File: config.mk
export PLATFORM = sky130hd
export DESIGN_NAME = cpd_resolver
export DESIGN_NICKNAME = d
export VERILOG_FILES = /design/src/rtl/cpd_pkg.sv /design/src/rtl/cpd_cp_fold.sv /design/src/rtl/cpd_lazy_rule.sv /design/src/rtl/cpd_nocp_rule.sv /design/src/rtl/cpd_resolver.sv
export SDC_FILE = /design/constraint.sdc
export NUM_CORES = 1
export LEC_CHECK = 0
export BUFFER_PORTS_ARGS = -buffer_cell sky130_fd_sc_hd__buf_4
export CAP_MARGIN = 40
export CORE_AREA = 2 2 39 41
export DETAILED_ROUTE_END_ITERATION = 8
export DIE_AREA = 0 0 41 43
export HOLD_SLACK_MARGIN = 0.12
export MAX_ROUTING_LAYER = met4
export PLACE_DENSITY_LB_ADDON = 0.05
export SYNTH_ARGS = -nofsm -noshare
export SYNTH_HDL_FRONTEND = slang
export SYNTH_SLANG_ARGS = --single-unit
File: constraint.sdc
create_clock -name clk -period 1.3 [get_ports clk]
set_input_delay 0.13 -clock clk [delete_from_list [all_inputs] [get_ports clk]]
set_output_delay 0.13 -clock clk [all_outputs]
set_load 0.05 [all_outputs]
File: src/rtl/cpd_pkg.sv
package cpd_pkg;

  localparam int NUM_DISP = 5;

  typedef enum logic [2:0] {
    DISP_PASS  = 3'd0,
    DISP_UNDEF = 3'd1,
    DISP_NOP   = 3'd2,
    DISP_NOCP  = 3'd3,
    DISP_LAZY  = 3'd4
  } disp_e;

  function automatic logic [NUM_DISP-1:0] disp_onehot(disp_e d);
    logic [NUM_DISP-1:0] v;
    v = '0;
    v[d] = 1'b1;
    return v;
  endfunction

endpackage

File: src/rtl/cpd_cp_fold.sv
module cpd_cp_fold #(
  parameter int          CP_W     = 4,
  parameter int          FP_CP    = 10,
  parameter int          ALIAS_CP = 11,
  parameter logic [15:0] EXT_MASK = 16'b1100_0011_0000_0000
) (
  input  logic [CP_W-1:0] cp,
  input  logic            ext_en,
  output logic [CP_W-1:0] cp_eff,
  output logic            is_fp_cp
);
  localparam int NCP = 1 << CP_W;

  logic [NCP-1:0] ext_hit;

  for (genvar i = 0; i < NCP; i++) begin : g_alias
    if (i < 16 && EXT_MASK[i % 16]) begin : g_on
      assign ext_hit[i] = (cp == CP_W'(i));
    end else begin : g_off
      assign ext_hit[i] = 1'b0;
    end
  end

  always_comb begin
    cp_eff = cp;
    if (cp == CP_W'(ALIAS_CP)) begin
      cp_eff = CP_W'(FP_CP);
    end else if (ext_en && |ext_hit) begin
      cp_eff = CP_W'(FP_CP);
    end
  end

  assign is_fp_cp = (cp_eff == CP_W'(FP_CP));
endmodule

File: src/rtl/cpd_lazy_rule.sv
module cpd_lazy_rule
  import cpd_pkg::*;
(
  input  logic  lazy,
  input  logic  variant,
  input  logic  v8,
  input  logic  v81,
  input  logic  d32,
  input  logic  secure,
  input  logic  fpu,
  output logic  hit,
  output disp_e disp
);
  logic variant_ok;
  assign variant_ok = !variant || v81;
  assign hit        = lazy && v8 && variant_ok;

  always_comb begin
    if (!variant && d32)  disp = DISP_UNDEF;
    else if (!secure)     disp = DISP_UNDEF;
    else if (!fpu)        disp = DISP_NOP;
    else                  disp = DISP_LAZY;
  end
endmodule

File: src/rtl/cpd_nocp_rule.sv
module cpd_nocp_rule
  import cpd_pkg::*;
#(
  parameter int LVL_W = 2
) (
  input  logic             is_fp_cp,
  input  logic [LVL_W-1:0] trap_lvl,
  input  logic [LVL_W-1:0] def_lvl,
  output disp_e            disp,
  output logic [LVL_W-1:0] lvl
);
  always_comb begin
    if (!is_fp_cp) begin
      disp = DISP_NOCP;
      lvl  = def_lvl;
    end else if (trap_lvl != '0) begin
      disp = DISP_NOCP;
      lvl  = trap_lvl;
    end else begin
      disp = DISP_PASS;
      lvl  = '0;
    end
  end
endmodule

File: src/rtl/cpd_resolver.sv
module cpd_resolver
  import cpd_pkg::*;
#(
  parameter int CP_W  = 4,
  parameter int LVL_W = 2
) (
  input  logic                clk,
  input  logic                rst_n,
  input  logic                req_valid,
  input  logic [CP_W-1:0]     req_cp,
  input  logic                req_lazy,
  input  logic                req_variant,
  input  logic                req_load,
  input  logic                feat_v8,
  input  logic                feat_v81,
  input  logic                feat_fpu,
  input  logic                feat_d32,
  input  logic                in_secure,
  input  logic [LVL_W-1:0]    fp_trap_lvl,
  input  logic [LVL_W-1:0]    def_lvl,
  output logic                rsp_valid,
  output logic [NUM_DISP-1:0] rsp_outcome,
  output logic [LVL_W-1:0]    rsp_fault_lvl,
  output logic                rsp_lazy_load,
  output logic                rsp_end_block
);
  logic [CP_W-1:0]  cp_eff;
  logic             is_fp_cp;
  logic             lazy_hit;
  disp_e            lazy_disp;
  disp_e            nocp_disp;
  logic [LVL_W-1:0] nocp_lvl;
  disp_e            dec_disp;
  logic [LVL_W-1:0] dec_lvl;

  cpd_cp_fold #(.CP_W(CP_W)) u_fold (
    .cp       (req_cp),
    .ext_en   (feat_v81),
    .cp_eff   (cp_eff),
    .is_fp_cp (is_fp_cp)
  );

  cpd_lazy_rule u_lazy (
    .lazy    (req_lazy),
    .variant (req_variant),
    .v8      (feat_v8),
    .v81     (feat_v81),
    .d32     (feat_d32),
    .secure  (in_secure),
    .fpu     (feat_fpu),
    .hit     (lazy_hit),
    .disp    (lazy_disp)
  );

  cpd_nocp_rule #(.LVL_W(LVL_W)) u_nocp (
    .is_fp_cp (is_fp_cp),
    .trap_lvl (fp_trap_lvl),
    .def_lvl  (def_lvl),
    .disp     (nocp_disp),
    .lvl      (nocp_lvl)
  );

  assign dec_disp = lazy_hit ? lazy_disp : nocp_disp;
  assign dec_lvl  = (dec_disp == DISP_NOCP) ? nocp_lvl : '0;

  always_ff @(posedge clk or negedge rst_n) begin
    if (!rst_n) begin
      rsp_valid     <= 1'b0;
      rsp_outcome   <= '0;
      rsp_fault_lvl <= '0;
      rsp_lazy_load <= 1'b0;
      rsp_end_block <= 1'b0;
    end else begin
      rsp_valid <= req_valid;
      if (req_valid) begin
        rsp_outcome   <= disp_onehot(dec_disp);
        rsp_fault_lvl <= dec_lvl;
        rsp_lazy_load <= (dec_disp == DISP_LAZY) && req_load;
        rsp_end_block <= (dec_disp == DISP_LAZY);
      end
    end
  end


  onehot_out_chk: assert property (@(posedge clk) disable iff (!rst_n)
    rsp_valid |-> $countones(rsp_outcome) == 1);


  lvl_only_fault_chk: assert property (@(posedge clk) disable iff (!rst_n)
    !rsp_outcome[DISP_NOCP] |-> rsp_fault_lvl == '0);


  end_block_lazy_chk: assert property (@(posedge clk) disable iff (!rst_n)
    (rsp_end_block || rsp_lazy_load) |-> rsp_outcome[DISP_LAZY]);


  strobe_to_valid_chk: assert property (@(posedge clk) disable iff (!rst_n)
    req_valid |=> rsp_valid);


  hold_result_chk: assert property (@(posedge clk) disable iff (!rst_n)
    !req_valid |=> ($stable(rsp_outcome) && $stable(rsp_fault_lvl) && !rsp_valid));


  nonsecure_undef_chk: assert property (@(posedge clk) disable iff (!rst_n)
    (req_valid && lazy_hit && !in_secure) |=> rsp_outcome[DISP_UNDEF]);


  default_level_chk: assert property (@(posedge clk) disable iff (!rst_n)
    (req_valid && !lazy_hit && !is_fp_cp) |=> (rsp_outcome[DISP_NOCP] && rsp_fault_lvl == $past(def_lvl)));


  alias_fold_chk: assert property (@(posedge clk) disable iff (!rst_n)
    (req_cp == CP_W'(11)) |-> is_fp_cp);
endmodule

# Yosys cells after proc, flatten, opt, wreduce, memory -nomap -nowiden
# Index checks and enable logic that the tools add are counted.
[totals]
n_memories = 0
ram_bits = 0
romBits = 0
word_cells = 38
in_bits = 19
latch_bits = 0
regBits = 10
output_inout_bits = 10
[op_classes]
bitwise = 0
addsub = 0
n_div = 0
order_cmp = 2
eq_ne = 8
shifts = 0
mul = 0
reduce_logical = 10
n_mux = 13
[ops]
columns = ["operator", "count"]
rows = [
  ["$eq 4x4->1 const B", 6],
  ["$mux 3", 5],
  ["$mux 2", 4],
  ["$mux 4", 2],
  ["$logic_and 1x1->1", 6],
  ["$lt 3x4->1 const B", 1],
  ["$reduce_or 4->1", 1],
  ["$demux 1 s3", 1],
  ["$eq 3x2->1 const B", 1],
  ["$eq 3x3->1 const B", 1],
  ["$ge 3x1->1 const B", 1],
  ["$reduce_bool 2->1", 1],
  ["$logic_not 1->1", 1],
  ["$logic_or 1x1->1", 1],
  ["$mux 1", 1],
]

# Logic depth before layout (Yosys ltp)
[depth]
ltp_word = 12
ltp_mapped = 5
mapped_depth_nobuf = 4

# Hierarchy
# Synthesis repeated with hierarchy kept, for this count alone.
[hier_totals]
hier_cells = 68
hier_area_um2 = 616.8
[modules_own_cells]
columns = ["module", "seq_area_each_um2", "area_per_inst_um2", "cells_per_inst", "n_inst"]
rows = [
  ["cpd_resolver", 250.2, 466.7, 46, 1],
  ["cpd_cp_fold", 0.0, 55.1, 9, 1],
  ["cpd_nocp_rule", 0.0, 50.0, 6, 1],
  ["cpd_lazy_rule", 0.0, 45.0, 7, 1],
]

# Worst setup path before layout
# No wires, ideal clock.
[synth_timing]
path_type = "register to register"
start = "register, netlist name rsp_fault_lvl[0]"
end = "register rsp_fault_lvl[0]"
slack_ns = 0.237
stages_incl_launch_ff = 2
period_less_slack_ns = 1.063
t_arrival_ns = 0.937
setup_ns = 0.126
n_path_buf = 0
required_time_ns = 1.174
cell_sequence = "dfrtp_1 > a221o_1"
[synth_lines]
columns = ["item", "line", "rtl"]
rows = [
  ["end signal, assigned", "cpd_resolver.sv:77", "rsp_fault_lvl <= dec_lvl;"],
  ["end, declared", "cpd_resolver.sv:23", "output logic [LVL_W-1:0] rsp_fault_lvl,"],
]

==> run_results.csv <==
group,metric,value,unit
run_status,status,"complete, no violations",
detailed_routing,drt_iter0_drc,2,
cts,cts_max_level,1,
global_route,met3_usage,4.71,%
critical_path,crit_arrival,1390,ps
layout,fillerInstances,133,
timing,finalHoldViolations,0,
floorplan,core_area,1380,um^2
critical_path,worstReg2RegStart,"rsp_fault_lvl[0]$_DFFE_PN0P_",
critical_path,path_buf_inv,2,
power_and_ir_drop,ir_drop,0.508,mV
layout,drive_above_1_share,42.2,%
cts,cts_buffers,3,
job,cap_violations,0,
critical_path,crit_type,"input port to register",
cts,clock_latency,260,ps
layout,diodes,0,
layout,syn_to_final_growth,65.1,%
floorplan,rows,14,
cts,numClockSinks,10,
cts,clk_pin_slew,70,ps
global_route,grtUsageMet2,20.0,%
timing,period_share,92.0,%
synthesis,synth_top_area_share,52.9,%
critical_path,end_kind,"register",
detailed_routing,drt_wl_total,1.08,mm
synthesis,synth_seq_area_share,52.9,%
placement,dp_hpwl,834,um
power_and_ir_drop,powerDensity,1070,nW/um^2
critical_path,cpLargestDelayFamily,"buffers and inverters",
critical_path,critical-path-max-stage-delay,530,ps
timing,slew_viol_final,0,
floorplan,pin_count,29,
floorplan,start_util,34.2,%
detailed_routing,vias,469,
synthesis,synth_cell_types,22,
min_path,hp-class,"input port to register",
synthesis,avgSynthCellArea,9.85,um^2
timing,fin_setup_tns,0,ps
synthesis,yosys_register_bits,10,
critical_path,worstPathCellList,"dlygate4sd3_1, buf_4, nand2_1, a21oi_2, nand3_1, o2bb2ai_1",
detailed_routing,detail_route.wl_per_cell,10.9,um
cts,cts_tree,"built",
timing,setup-violations-final,0,
timing,rsz0062_at_grt,"false",
critical_path,cp_max_fo,12,
critical_path,cp.required,1490,ps
synthesis,synth_commonest_cells,"10 x dfrtp_1, 8 x inv_1, 6 x nand2_1",
global_route,antenna_found_initial,0,
global_route,grt_pass1_wl,1.68,mm
timing,clock_skew,0,ps
floorplan,die-area,1760,um^2
synthesis,syn_nets,67,
global_route,grt_busiest_layer,"met2",
synthesis,synth_area_leaders,"dfrtp_1 53%, inv_1 6.3%, nand2_1 4.8%",
cts,cts_buffer_depth,2,
critical_path,slowest_stage,"dlygate4sd3_1",
synthesis,synth_edf_count,0,
floorplan,die_y,43,um
timing,worstMarginPinSlew,327,ps
synthesis,synth_area_leader_cell,"dfrtp_1",
detailed_routing,drt-vias-per-instance,4.74,
critical_path,startpoint_type,"input port",
synthesis,ys.flop_type,"dfrtp_1",
global_route,grt_max_degree,13,
synthesis,ys_warn_count,0,
detailed_routing,drcViolationCount,0,
timing,relSlewSlack,78.2,%
timing,fmax,0.836,GHz
power_and_ir_drop,cellLeakagePower,0.402,nW
placement,gp_congestion,0.646,
placement,portBuffers,27,
timing,final.min_clock_period,1200,ps
critical_path,cp-startpoint,"req_valid",
global_route,use_met1,19.0,%
min_path,hp-start,"feat_d32",
layout,final_util,56.4,%
global_route,grt_pass1_vias,426,
cts,root_buffer,"clkbuf_4",
detailed_routing,ant_nets,0,
synthesis,mappedNetlistArea,473,um^2
synthesis,yosysMostFrequentCell,"dfrtp_1",
synthesis,async_flop_share,100,%
layout,final_nets,103,
global_route,overflow,0,
synthesis,syn_inst,48,
detailed_routing,first_pass_iters,4,
global_route,track_usage,14.5,%
floorplan,fp.dieW,41,um
==> tightest hold or removal path: cells and delay by family <==
| kind | cells | cell delay, ps |
|---|---|---|
| AO/OA/AOI/OAI | 1 | 60 |
| buffers and inverters | 1 | 80 |
| AND/OR/NAND/NOR | 1 | 90 |
==> flip-flops by register name, summed over array words and instances, names as in the netlist <==
signal / cells
rsp_valid: 1
rsp_end_block: 1
rsp_fault_lvl: 2
rsp_outcome: 5
rsp_lazy_load: 1
==> cell usage in the layout, fill, tap and decap left out <==
master | synthesis | layout
nand3_1 | 1 | 1
dlygate4sd3_1 | 0 | 5
o2bb2ai_2 | 1 | 1
clkbuf_4 | 0 | 3
o2bb2ai_1 | 2 | 2
nand2_1 | 6 | 6
or3_1 | 1 | 1
nor2_1 | 1 | 1
clkbuf_8 | 0 | 1
nor3_1 | 1 | 1
buf_4 | 0 | 27
maj3_2 | 1 | 1
nor4b_1 | 1 | 1
dfrtp_1 | 10 | 10
o211ai_1 | 2 | 2
a32oi_1 | 1 | 1
and3_1 | 1 | 1
a21oi_1 | 2 | 1
o22ai_1 | 1 | 1
o21ai_0 | 2 | 2
a221o_1 | 1 | 1
inv_1 | 8 | 8
inv_2 | 1 | 1
nand2b_1 | 2 | 2
a21oi_2 | 0 | 1
mux2i_1 | 1 | 1
==> stage by stage <==
| stage | power, mW | area (um^2) | instances | hold WS (ps) | setup WS [ps] |
|---|---|---|---|---|---|
| final | 0.832 | 781 | 99 | 140 | 104 |
| after global routing | 0.872 | 781 | 99 | 126 | 29.8 |
| after CTS | 0.839 | 777 | 99 | 138 | 48.2 |
| after detailed placement | 0.544 | 691 | 90 | -36.1 | 110 |
| after global placement | 0.542 | 691 | 90 | -35.5 | 121 |
| after floorplan | 0.456 | 473 | 48 | -166 | 237 |
==> metal layers <==
| layer | wire length, um | share of wire, % |
|---|---|---|
| met1 | 489 | 45 |
| met2 | 504 | 47 |
| met3 | 88 | 8.1 |
| met4 | 0 | 0 |
| met5 | 0 | 0 |
==> report_power, final <==
part	leakage (nW)	switching [mW]	internal, mW	total, mW
sequential	0.130	0.00993	0.329	0.339
clock	0.0210	0.112	0.170	0.282
combinational	0.251	0.122	0.0886	0.210
total	0.402	0.244	0.588	0.832
==> final cells by class <==
| cell class | instances | area [um^2] | area share [%] |
|---|---|---|---|
| multi-input combinational | 28 | 188 | 24.0 |
| clock buffer | 4 | 36.3 | 4.65 |
| timing repair buffer | 32 | 253 | 32.4 |
| sequential | 10 | 250 | 32.1 |
| tap | 16 | 20.0 | 2.56 |
| inverter | 9 | 33.8 | 4.33 |
==> cells by family after synthesis <==
family,Yosys count,share of synthesized area [%]
multiplexers,1,2.12
AO/OA/AOI/OAI,12,19.6
adder cells (fa/ha/maj),1,2.38
buffers and inverters,10,8.20
AND/OR/NAND/NOR,14,14.8
flip-flops,10,52.9
==> path summary, 6_finish.rpt <==
kind	depth (start not counted)	slack, ps	to
min in group asynchronous	2	230	rsp_outcome[4]$_DFFE_PN0P_
min reg2reg	1	500	rsp_lazy_load$_DFFE_PN0P_
max in group asynchronous	2	930	rsp_valid$_DFF_PN0_
min	3	140	rsp_outcome[1]$_DFFE_PN0P_
max reg2reg	1	460	rsp_fault_lvl[0]$_DFFE_PN0P_
max	6	100	rsp_lazy_load$_DFFE_PN0P_
==> repair_timing <==
| item | CTS | global route |
|---|---|---|
| resized for setup | 0 | 1 |
| setup endpoints to repair | 0 | 1 |
| hold endpoints to repair | 14 | 0 |
| buffers inserted | 0 | 0 |
| hold buffers | 5 | 0 |
Power figures use the tool's default switching activity.
